<file path="src/rtl/pso_pkg.sv">
package pso_pkg;

    typedef enum logic [3:0] {
        ST_ON       = 4'd0,
        ST_GATE     = 4'd1,
        ST_ISO      = 4'd2,
        ST_SAVE     = 4'd3,
        ST_OFF      = 4'd4,
        ST_SETTLE   = 4'd5,
        ST_RST_LEAD = 4'd6,
        ST_RST      = 4'd7,
        ST_RST_REL  = 4'd8,
        ST_UNSAVE   = 4'd9,
        ST_UNISO    = 4'd10
    } seq_st_t;

    typedef enum logic [1:0] {
        PS_ON    = 2'd0,
        PS_ENTER = 2'd1,
        PS_OFF   = 2'd2,
        PS_EXIT  = 2'd3
    } pwr_state_t;

    typedef struct packed {
        logic clk_en;
        logic iso;
        logic save;
        logic pwr_off;
        logic rst_n;
    } dom_ctl_t;

    localparam dom_ctl_t CTL_SAFE = '{clk_en: 1'b1, iso: 1'b0, save: 1'b0,
                                      pwr_off: 1'b0, rst_n: 1'b1};

    function automatic int imax(input int a, input int b);
        return (a > b) ? a : b;
    endfunction

    // Domain control levels held while the machine sits in a state
    function automatic dom_ctl_t ctl_of(input seq_st_t s);
        dom_ctl_t c;
        c = CTL_SAFE;
        case (s)
            ST_ON:       c = CTL_SAFE;
            ST_GATE:     begin c.clk_en = 1'b0; end
            ST_ISO:      begin c.clk_en = 1'b0; c.iso = 1'b1; end
            ST_SAVE:     begin c.clk_en = 1'b0; c.iso = 1'b1; c.save = 1'b1; end
            ST_OFF:      begin c.clk_en = 1'b0; c.iso = 1'b1; c.save = 1'b1;
                               c.pwr_off = 1'b1; end
            ST_SETTLE,
            ST_RST_LEAD,
            ST_RST_REL:  begin c.clk_en = 1'b0; c.iso = 1'b1; c.save = 1'b1; end
            ST_RST:      begin c.clk_en = 1'b0; c.iso = 1'b1; c.save = 1'b1;
                               c.rst_n = 1'b0; end
            ST_UNSAVE:   begin c.clk_en = 1'b0; c.iso = 1'b1; end
            ST_UNISO:    begin c.clk_en = 1'b0; end
            default:     c = CTL_SAFE;
        endcase
        return c;
    endfunction

    function automatic pwr_state_t phase_of(input seq_st_t s);
        pwr_state_t p;
        case (s)
            ST_ON:                   p = PS_ON;
            ST_GATE, ST_ISO, ST_SAVE: p = PS_ENTER;
            ST_OFF:                  p = PS_OFF;
            default:                 p = PS_EXIT;
        endcase
        return p;
    endfunction

endpackage

</file>
<file path="src/rtl/pso_idle_gate.sv">
module pso_idle_gate #(
    parameter int HOLD = 8
) (
    input  logic clk,
    input  logic rst_n,
    input  logic sleep_req,
    input  logic armed,
    output logic ok
);
    localparam int CW = (HOLD < 1) ? 1 : $clog2(HOLD + 1);
    localparam logic [CW-1:0] CMAX = CW'(HOLD);

    logic [CW-1:0] run_cnt;

    // Consecutive sampled-high count; cleared whenever the domain is not ON
    always_ff @(posedge clk or negedge rst_n) begin
        if (!rst_n) begin
            run_cnt <= '0;
        end else if (!armed || !sleep_req) begin
            run_cnt <= '0;
        end else if (run_cnt != CMAX) begin
            run_cnt <= run_cnt + 1'b1;
        end
    end

    assign ok = armed && sleep_req && (run_cnt == CMAX);

endmodule

</file>
<file path="src/rtl/pso_gap_timer.sv">
module pso_gap_timer #(
    parameter int W = 6
) (
    input  logic         clk,
    input  logic         rst_n,
    input  logic         restart,
    input  logic [W-1:0] limit,
    output logic         done
);
    logic [W-1:0] age;

    // Cycles since the current state was entered, saturating
    always_ff @(posedge clk or negedge rst_n) begin
        if (!rst_n) begin
            age <= '0;
        end else if (restart) begin
            age <= '0;
        end else if (age != {W{1'b1}}) begin
            age <= age + 1'b1;
        end
    end

    assign done = (age >= limit);

endmodule

</file>
<file path="src/rtl/pso_sequencer.sv">
module pso_sequencer
    import pso_pkg::*;
#(
    parameter int IDLE_HOLD   = 8,
    parameter int GATE_TO_ISO = 2,
    parameter int ISO_TO_SAVE = 2,
    parameter int SAVE_TO_OFF = 2,
    parameter int OFF_MIN     = 50,
    parameter int SETTLE      = 10,
    parameter int RST_LEAD    = 2,
    parameter int RST_HOLD    = 3,
    parameter int RESTORE_GAP = 2,
    parameter int ISO_REL_GAP = 2,
    parameter int CLK_REL_GAP = 2
) (
    input  logic       clk,
    input  logic       rst_n,
    input  logic       sleep_req,
    input  logic       wake_req,
    output logic       dom_clk_en,
    output logic       dom_iso,
    output logic       dom_save,
    output logic       dom_pwr_off,
    output logic       dom_rst_n,
    output logic       busy,
    output logic [1:0] pstate
);
    localparam int GMAX = imax(imax(imax(GATE_TO_ISO, ISO_TO_SAVE), imax(SAVE_TO_OFF, OFF_MIN)),
                          imax(imax(imax(SETTLE, RST_LEAD), imax(RST_HOLD, RESTORE_GAP)),
                               imax(ISO_REL_GAP, CLK_REL_GAP)));
    localparam int TW   = (GMAX < 2) ? 1 : $clog2(GMAX);
    localparam int OW   = $clog2(OFF_MIN + 1);

    seq_st_t       state, state_nx;
    logic          idle_ok;
    logic          gap_done;
    logic [TW-1:0] gap_lim;
    logic          wake_pend;
    logic          in_flight;
    logic          leave_off;
    dom_ctl_t      ctl_nx;

    // Idle qualifier: blocks thrashing on short sleep requests
    pso_idle_gate #(.HOLD(IDLE_HOLD)) u_idle (
        .clk       (clk),
        .rst_n     (rst_n),
        .sleep_req (sleep_req),
        .armed     (state == ST_ON),
        .ok        (idle_ok)
    );

    // Per-state dwell length
    always_comb begin
        unique case (state)
            ST_GATE:     gap_lim = TW'(GATE_TO_ISO - 1);
            ST_ISO:      gap_lim = TW'(ISO_TO_SAVE - 1);
            ST_SAVE:     gap_lim = TW'(SAVE_TO_OFF - 1);
            ST_OFF:      gap_lim = TW'(OFF_MIN - 1);
            ST_SETTLE:   gap_lim = TW'(SETTLE - 1);
            ST_RST_LEAD: gap_lim = TW'(RST_LEAD - 1);
            ST_RST:      gap_lim = TW'(RST_HOLD - 1);
            ST_RST_REL:  gap_lim = TW'(RESTORE_GAP - 1);
            ST_UNSAVE:   gap_lim = TW'(ISO_REL_GAP - 1);
            ST_UNISO:    gap_lim = TW'(CLK_REL_GAP - 1);
            default:     gap_lim = '0;
        endcase
    end

    pso_gap_timer #(.W(TW)) u_gap (
        .clk     (clk),
        .rst_n   (rst_n),
        .restart (state_nx != state),
        .limit   (gap_lim),
        .done    (gap_done)
    );

    assign in_flight = (state == ST_GATE) || (state == ST_ISO) ||
                       (state == ST_SAVE) || (state == ST_OFF);
    assign leave_off = (state == ST_OFF) && gap_done && (wake_pend || wake_req);

    // Wake requests seen during entry or while off are held until exit starts
    always_ff @(posedge clk or negedge rst_n) begin
        if (!rst_n) begin
            wake_pend <= 1'b0;
        end else if (leave_off) begin
            wake_pend <= 1'b0;
        end else if (wake_req && in_flight) begin
            wake_pend <= 1'b1;
        end
    end

    // Next-state logic
    always_comb begin
        state_nx = state;
        unique case (state)
            ST_ON:       if (idle_ok)   state_nx = ST_GATE;
            ST_GATE:     if (gap_done)  state_nx = ST_ISO;
            ST_ISO:      if (gap_done)  state_nx = ST_SAVE;
            ST_SAVE:     if (gap_done)  state_nx = ST_OFF;
            ST_OFF:      if (leave_off) state_nx = ST_SETTLE;
            ST_SETTLE:   if (gap_done)  state_nx = ST_RST_LEAD;
            ST_RST_LEAD: if (gap_done)  state_nx = ST_RST;
            ST_RST:      if (gap_done)  state_nx = ST_RST_REL;
            ST_RST_REL:  if (gap_done)  state_nx = ST_UNSAVE;
            ST_UNSAVE:   if (gap_done)  state_nx = ST_UNISO;
            ST_UNISO:    if (gap_done)  state_nx = ST_ON;
            default:                    state_nx = ST_ON;
        endcase
    end

    // State register
    always_ff @(posedge clk or negedge rst_n) begin
        if (!rst_n) state <= ST_ON;
        else        state <= state_nx;
    end

    // Registered outputs, glitch free for the domain reset
    assign ctl_nx = ctl_of(state_nx);

    always_ff @(posedge clk or negedge rst_n) begin
        if (!rst_n) begin
            dom_clk_en  <= 1'b1;
            dom_iso     <= 1'b0;
            dom_save    <= 1'b0;
            dom_pwr_off <= 1'b0;
            dom_rst_n   <= 1'b1;
            busy        <= 1'b0;
            pstate      <= PS_ON;
        end else begin
            dom_clk_en  <= ctl_nx.clk_en;
            dom_iso     <= ctl_nx.iso;
            dom_save    <= ctl_nx.save;
            dom_pwr_off <= ctl_nx.pwr_off;
            dom_rst_n   <= ctl_nx.rst_n;
            busy        <= (state_nx != ST_ON);
            pstate      <= phase_of(state_nx);
        end
    end

    // Cycles the power switch has been open, for the off-time check
    logic [OW-1:0] off_age;
    always_ff @(posedge clk or negedge rst_n) begin
        if (!rst_n)                     off_age <= '0;
        else if (!dom_pwr_off)          off_age <= '0;
        else if (off_age != OW'(OFF_MIN)) off_age <= off_age + 1'b1;
    end


    gate_needs_sleep_chk: assert property (@(posedge clk) disable iff (!rst_n)
        $fell(dom_clk_en) |-> $past(sleep_req));


    save_after_iso_chk: assert property (@(posedge clk) disable iff (!rst_n)
        $rose(dom_save) |-> (dom_iso && !dom_clk_en));


    off_after_save_chk: assert property (@(posedge clk) disable iff (!rst_n)
        $rose(dom_pwr_off) |-> (dom_save && dom_iso));


    min_off_time_chk: assert property (@(posedge clk) disable iff (!rst_n)
        $fell(dom_pwr_off) |-> (off_age >= OW'(OFF_MIN)));


    no_abort_chk: assert property (@(posedge clk) disable iff (!rst_n)
        (pstate == PS_ENTER) |=> ((pstate == PS_ENTER) || (pstate == PS_OFF)));


    rst_window_chk: assert property (@(posedge clk) disable iff (!rst_n)
        !dom_rst_n |-> (!dom_pwr_off && dom_save && dom_iso && !dom_clk_en));


    clk_last_chk: assert property (@(posedge clk) disable iff (!rst_n)
        $rose(dom_clk_en) |-> (!dom_iso && !dom_save && dom_rst_n));


    busy_state_chk: assert property (@(posedge clk) disable iff (!rst_n)
        busy == (pstate != PS_ON));


    off_safe_chk: assert property (@(posedge clk) disable iff (!rst_n)
        dom_pwr_off |-> (dom_iso && dom_save && !dom_clk_en));

endmodule

</file>
<file path="config.mk">
export PLATFORM = sky130hd
export DESIGN_NAME = pso_sequencer
export DESIGN_NICKNAME = d
export VERILOG_FILES = /design/src/rtl/pso_pkg.sv /design/src/rtl/pso_idle_gate.sv /design/src/rtl/pso_gap_timer.sv /design/src/rtl/pso_sequencer.sv
export SDC_FILE = /design/constraint.sdc
export NUM_CORES = 1
export LEC_CHECK = 0
export ABC_AREA = 1
export BUFFER_PORTS_ARGS = -buffer_cell sky130_fd_sc_hd__buf_2
export CORE_MARGIN = 5
export CORE_UTILIZATION = 35
export DETAILED_ROUTE_END_ITERATION = 16
export HOLD_SLACK_MARGIN = 0.08
export PLACE_DENSITY = 0.51
export SYNTH_ARGS = -nofsm -noshare
export SYNTH_HDL_FRONTEND = slang
export SYNTH_SLANG_ARGS = --single-unit
</file>
<file path="constraint.sdc">
create_clock -name clk -period 3.2 [get_ports clk]
set_input_delay 0.48 -clock clk [delete_from_list [all_inputs] [get_ports clk]]
set_output_delay 0.48 -clock clk [all_outputs]
set_load 0.1 [all_outputs]
</file>
==> impl_metrics.yaml, run 1 <==
synthesis:
  synth_seq_area_share: 0.411
  synth_nets: 189
  synth_common_cells: "nand2_1 (28), inv_1 (25), nor2_1 (23)"
  async_flop_share: 1.00
  ys.flop_type: "dfrtp_1"
  yosysTopAreaCell: "dfrtp_1"
  yosysMostFrequentCell: "nand2_1"
  synth_edf_count: 0
  synthTopCellsByArea: "dfrtp_1 (37%), nand2_1 (7.5%), ha_1 (7.1%)"
  synth_cell_types: 30
  yosys_register_bits: 23
  synth_area_sq_um: 1410
  syn_area_per_cell_sq_um: 7.95
  yosysWarnings: 0
  synth_top_area_share: 0.373
  synth_cells: 177
timing:
  fin_crit_ps: 2570
  slew_violations: 0
  timing.final.ws_setup_ps: 634
  period_share: 0.802
  rsz0062_at_grt: "no"
  setup_viol: 0
  finalHoldViolCount: 0
  maxSlewHeadroom: 0.641
  fin_skew_ps: 3.46
  hold_ws_ps: 181
  clock.fmax_ghz: 0.390
  fin_tns_setup_ps: 0
  max_slew.worst_pin.slew_ps: 538
clocking:
  cts.sink_count: 23
  cts_buffers: 3
  path_clk_slew_ps: 90
  clockBufferDepth: 2
  htree_levels: 1
  cts_tree: "done"
  cts_setup_buffers: 0
  clk_latency_ps: 270
  root_buffer: "clkbuf_8"
  ctsResizeCount: 0
  ctsHoldBuffers: 0
critical_path:
  rr_startpoint: "state[3]"
  cp-start-kind: "register"
  crit_fanout: 10
  crit_arrival_ps: 2730
  crit_type: "register to register"
  critical_path.endpoint_type: "register"
  required_ps: 3360
  ff2ff_setup_slack_ps: 630
  reg2reg_to: "dom_iso"
  reg2regPathDepth: 15
layout:
  area_delta_synth_final_pct: 10.8
  drive_above_1_share: 0.225
  insertedDiodeCount: 0
  fin_nets: 204
  design_area_sq_um: 1560
  fin_cells: 241
  fill_cells: 397
global_route:
  antenna_found_initial: 0
  grt_usage: 0.117
  grt_pass1_wl_um: 4910
  grt_max_degree: 24
  first_global_vias: 1099
  grt_overflow: 0
placed_design:
  io_buffer_count: 11
  gp_congestion: 0.861
  dp_hpwl_um: 2220
  pre_cts_slack_ps: 625
  postPlaceCellArea_sq_um: 1510
  dp.cells: 237
floorplanning:
  io_pins: 12
  die_x_um: 73.4
  core-area_sq_um: 3940
  dieArea_sq_um: 5390
  initial_core_util: 0.357
  die_y_um: 73.4
  core.rowCount: 23
routing:
  drc: 0
  routed_wl_um: 2800
  dr.max_layer_used: "met4"
  ant_nets: 0
  wl_met3_um: 60
  wl_per_cell_um: 11.6
  drt_iter0_drc: 40
  met1_length_um: 1400
  drtPass1Iterations: 4
  drt-vias-per-instance: 4.72
  vias: 1137
  dr_wl_met2_um: 1290
status:
  status: "complete, no violations"
power_and_ir_drop:
  power.density_nw_per_um2: 310
  p_leak_nw: 0.763
  ir_drop_mv: 0.159
flow_run:
  maxCapViolations: 0
min_path:
  holdCritPathClass: "primary input to async pin"
-- worst max-delay path, cell delays in order (launching register included) --
cell	delay [ps]
dfrtp_1	520
inv_2	160
nand2_1	90
nor2_2	200
inv_1	80
ha_1	290
nand2_1	100
inv_1	70
a21oi_4	210
nand2_4	110
nand2_2	90
nand3_1	170
nand2_1	110
nand2_1	50
nor2_1	140
nand2_1	60
-- layout by cell type, fill, tap and decap left out, types with 3 or more instances in the layout --
cell	n
nand2_2	9
ha_1	8
o21ai_0	6
a21oi_1	7
inv_1	25
nand2_1	28
nor2_1	23
dfrtp_1	21
xor2_1	3
inv_2	5
nor2_2	5
nand3_1	17
clkbuf_8	3
buf_2	11
-- power by group --
group          total [mW]         switching (mW)  internal [mW]  leakage (nW)
clock               0.186                 0.0984         0.0871        0.0255
sequential          0.290  0.0000000000000000185          0.290         0.259
combinational     0.00809                0.00667        0.00141         0.479
-- state kept, by name, summed over array words and instances (netlist names), 2 cells and up --
signal / count
u_gap.age: 6
state: 4
u_idle.run_cnt: 4
pstate: 2
-- layout make-up --
class	count	area [sq um]	share of cell area
Clock inverter	1	5.00	0.00321
Inverter	30	113	0.0722
Clock buffer	3	41.3	0.0265
Multi-Input combinational cell	123	706	0.452
Timing Repair Buffer	11	55.1	0.0353
Tap cell	50	62.6	0.0401
Sequential cell	23	578	0.370
-- cells by family (layout without fill, tap and decap cells) --
kind of cell | count (synthesis) | count (layout) | synth area share
DFF | 23 | 23 | 0.411
buffers and inverters | 31 | 45 | 0.0880
and+or+nand+nor | 90 | 90 | 0.307
xor gates and xnor gates | 4 | 4 | 0.0249
muxes | 1 | 1 | 0.00711
AOI/OAI and AO/OA | 20 | 20 | 0.0916
adders and majority gates | 8 | 8 | 0.0711
-- through the flow --
stage	total power, mW	utilization
2_1_floorplan	0.297	-
3_3_place_gp	0.305	0.384
3_5_place_dp	0.305	0.384
4_1_cts	0.490	0.396
5_1_grt	0.507	0.396
6_report	0.484	0.396
-- how the worst max path moves through the flow --
stage | slack (ps) | start | cells past startpoint | end
after global routing | 320 | state[3] | 15 | dom_iso
final | 630 | state[3] | 15 | dom_iso
after CTS | 610 | state[3] | 17 | dom_iso
after global placement | 620 | state[3] | 17 | dom_iso
after detailed placement | 620 | state[3] | 17 | dom_iso
after floorplan | 970 | state[3] | 18 | dom_iso
-- routing by layer --
layer / vias to the layer above / GRT usage
li1: 593 / -
met1: 530 / 0.162
met2: 9 / 0.180
met3: 5 / 0.0205
met4: 0 / 0.0483
met5: - / 0
Note: power is estimated with default switching activity, not from simulation.
==> run 2, diff against run 1 <==
PLACE_DENSITY = 0.52   (was 0.51)
clock period = 2.2 ns   (was 3.2 ns; I/O delays follow)
==> impl_metrics.yaml, run 2 (synthesis gave the netlist of run 1 again) <==
status:
  status: "complete, but fails checks"
  violations: "setup timing"
global_route:
  antenna_found_initial: 0
  grt_usage: 0.133
  first_global_vias: 1217
  grt_overflow: 0
  grt_max_degree: 24
  grt_pass1_wl_um: 5510
critical_path:
  critical_path.endpoint_type: "register"
  crit_type: "register to register"
  crit_arrival_ps: 2580
  cp-start-kind: "register"
  path_delay_family: "simple AND/OR/NAND/NOR gates"
  path_common_cell: "nand2_1"
  crit_slowest_cell: "dfrtp_2"
  required_ps: 2390
  crit_fanout: 6
  path_cells: "inv_2, buf_6, nand4_1, ha_1, nand2_1, nand2_2, a21oi_4, nand3b_1, nand2_1, o21ai_2, a21oi_2, nand2_4, nor2_1"
  critical_path_buf_inv_count: 2
  max_stage_delay_ps: 450
timing:
  fin_crit_ps: 2390
  slew_violations: 0
  rsz0062_at_grt: "yes"
  finalHoldViolCount: 0
  fin_tns_setup_ps: -2110
  clock.fmax_ghz: 0.418
  timing.final.ws_setup_ps: -190
  maxSlewHeadroom: 0.659
  fin_skew_ps: 1.89
  hold_ws_ps: 348
  period_share: 1.09
  max_slew.worst_pin.slew_ps: 512
  setup_viol: 16
power_and_ir_drop:
  power.density_nw_per_um2: 360
  total_power_uw: 693
  p_leak_nw: 0.973
  ir_drop_mv: 0.384
clocking:
  clk_latency_ps: 260
  cts_tree: "done"
  clockBufferDepth: 2
  htree_levels: 1
  root_buffer: "clkbuf_8"
  cts.sink_count: 23
  path_clk_slew_ps: 80
  cts_buffers: 3
layout:
  layout_common_cells: "buf_4 (28), inv_1 (25), nand2_1 (21)"
  fill_cells: 367
  post-route-util: 0.488
  fin_nets: 235
  final_common_cell: "buf_4"
  regMostFlops: "u_gap.age"
  drive_above_1_share: 0.419
  insertedDiodeCount: 0
  design_area_sq_um: 1920
  largest_register_ffs: 6
  reg_top3: "u_gap.age x6, state x4, u_idle.run_cnt x4"
  area_delta_synth_final_pct: 36.6
routing:
  routed_wl_um: 3350
  drt-vias-per-instance: 4.69
  wl_per_cell_um: 12.3
  drtPass1Iterations: 4
  drt_iter0_drc: 46
  drc: 0
  ant_nets: 0
  vias: 1277
floorplanning:
  core-area_sq_um: 3940
  io_pins: 12
  initial_core_util: 0.357
  die_x_um: 73.4
  die_y_um: 73.4
  dieArea_sq_um: 5390
  core.rowCount: 23
placed_design:
  postPlaceCellArea_sq_um: 1680
  dp_hpwl_um: 2630
  gp_congestion: 0.926
  io_buffer_count: 11
flow_run:
  maxCapViolations: 0
min_path:
  holdCritPathClass: "primary input to register"
-- run 2: cell count changes in the layout (fill, tap and decap cells not counted), moves of 3 or more --
cell | previous run | this run
nand3_2 | 2 | 7
nand2_1 | 28 | 21
buf_4 | 0 | 28
nand2_4 | 1 | 6
nor2_1 | 23 | 19
nand3_1 | 17 | 11
nor2_2 | 5 | 8
-- run 2: stage by stage --
step | instances | setup WS [ps]
4_1_cts | 267 | -68.0
3_5_place_dp | 259 | -85.9
3_3_place_gp | 259 | -56.7
2_1_floorplan | 177 | 9.62
5_1_grt | 272 | -308
6_report | 272 | -190
-- run 2: worst reg2reg max path: stages (launching register included) --
cell      delay [ps]
dfrtp_2          450
inv_2             90
buf_6            110
nand4_1          130
ha_1             340
nand2_1           90
nand2_2           70
a21oi_4          310
nand3b_1         160
nand2_1          100
o21ai_2           90
a21oi_2          190
nand2_4          100
nor2_1           100
-- run 2: layout make-up --
class / count / area, sq um / share of cell area
sequential: 23 / 581 / 0.302
timing repair buffer: 42 / 298 / 0.155
clock buffer: 4 / 45.0 / 0.0234
inverter: 30 / 115 / 0.0599
multi-input combinational: 123 / 822 / 0.427
tap: 50 / 62.6 / 0.0325
-- run 2: routing by layer --
layer  share of wire  track usage
met1            0.42        0.158
met2            0.55        0.239
met3           0.023       0.0328
met4           0.013       0.0302
met5               0            0
-- run 2: final timing paths --
kind                                         from                end  slack [ps]  depth (start not counted)
worst max-delay path                     state[3]       u_gap.age[3]        -190                         13
worst min-delay path                    sleep_req  u_idle.run_cnt[2]         350                          3
worst max register to register           state[3]       u_gap.age[3]        -190                         13
worst min register to register  u_idle.run_cnt[2]  u_idle.run_cnt[2]         600                          2
max in group asynchronous                   rst_n           state[2]        1260                          2
min in group asynchronous                   rst_n          pstate[0]         570                          2
-- run 2: power by group --
part	internal, mW	switching [mW]
Combinational	0.00321	0.00947
Sequential	0.422	0.0000000000000000253
Clock	0.129	0.128
-- run 2: timing repair --
| item | CTS | global route |
|---|---|---|
| buffers inserted | 3 | 5 |
| hold buffers | 1 | 0 |
| endpoints found under the setup margin | 11 | 17 |
| pin swaps | 7 | 10 |
| resized for setup | 7 | 25 |
| hold endpoints to repair | 21 | 0 |
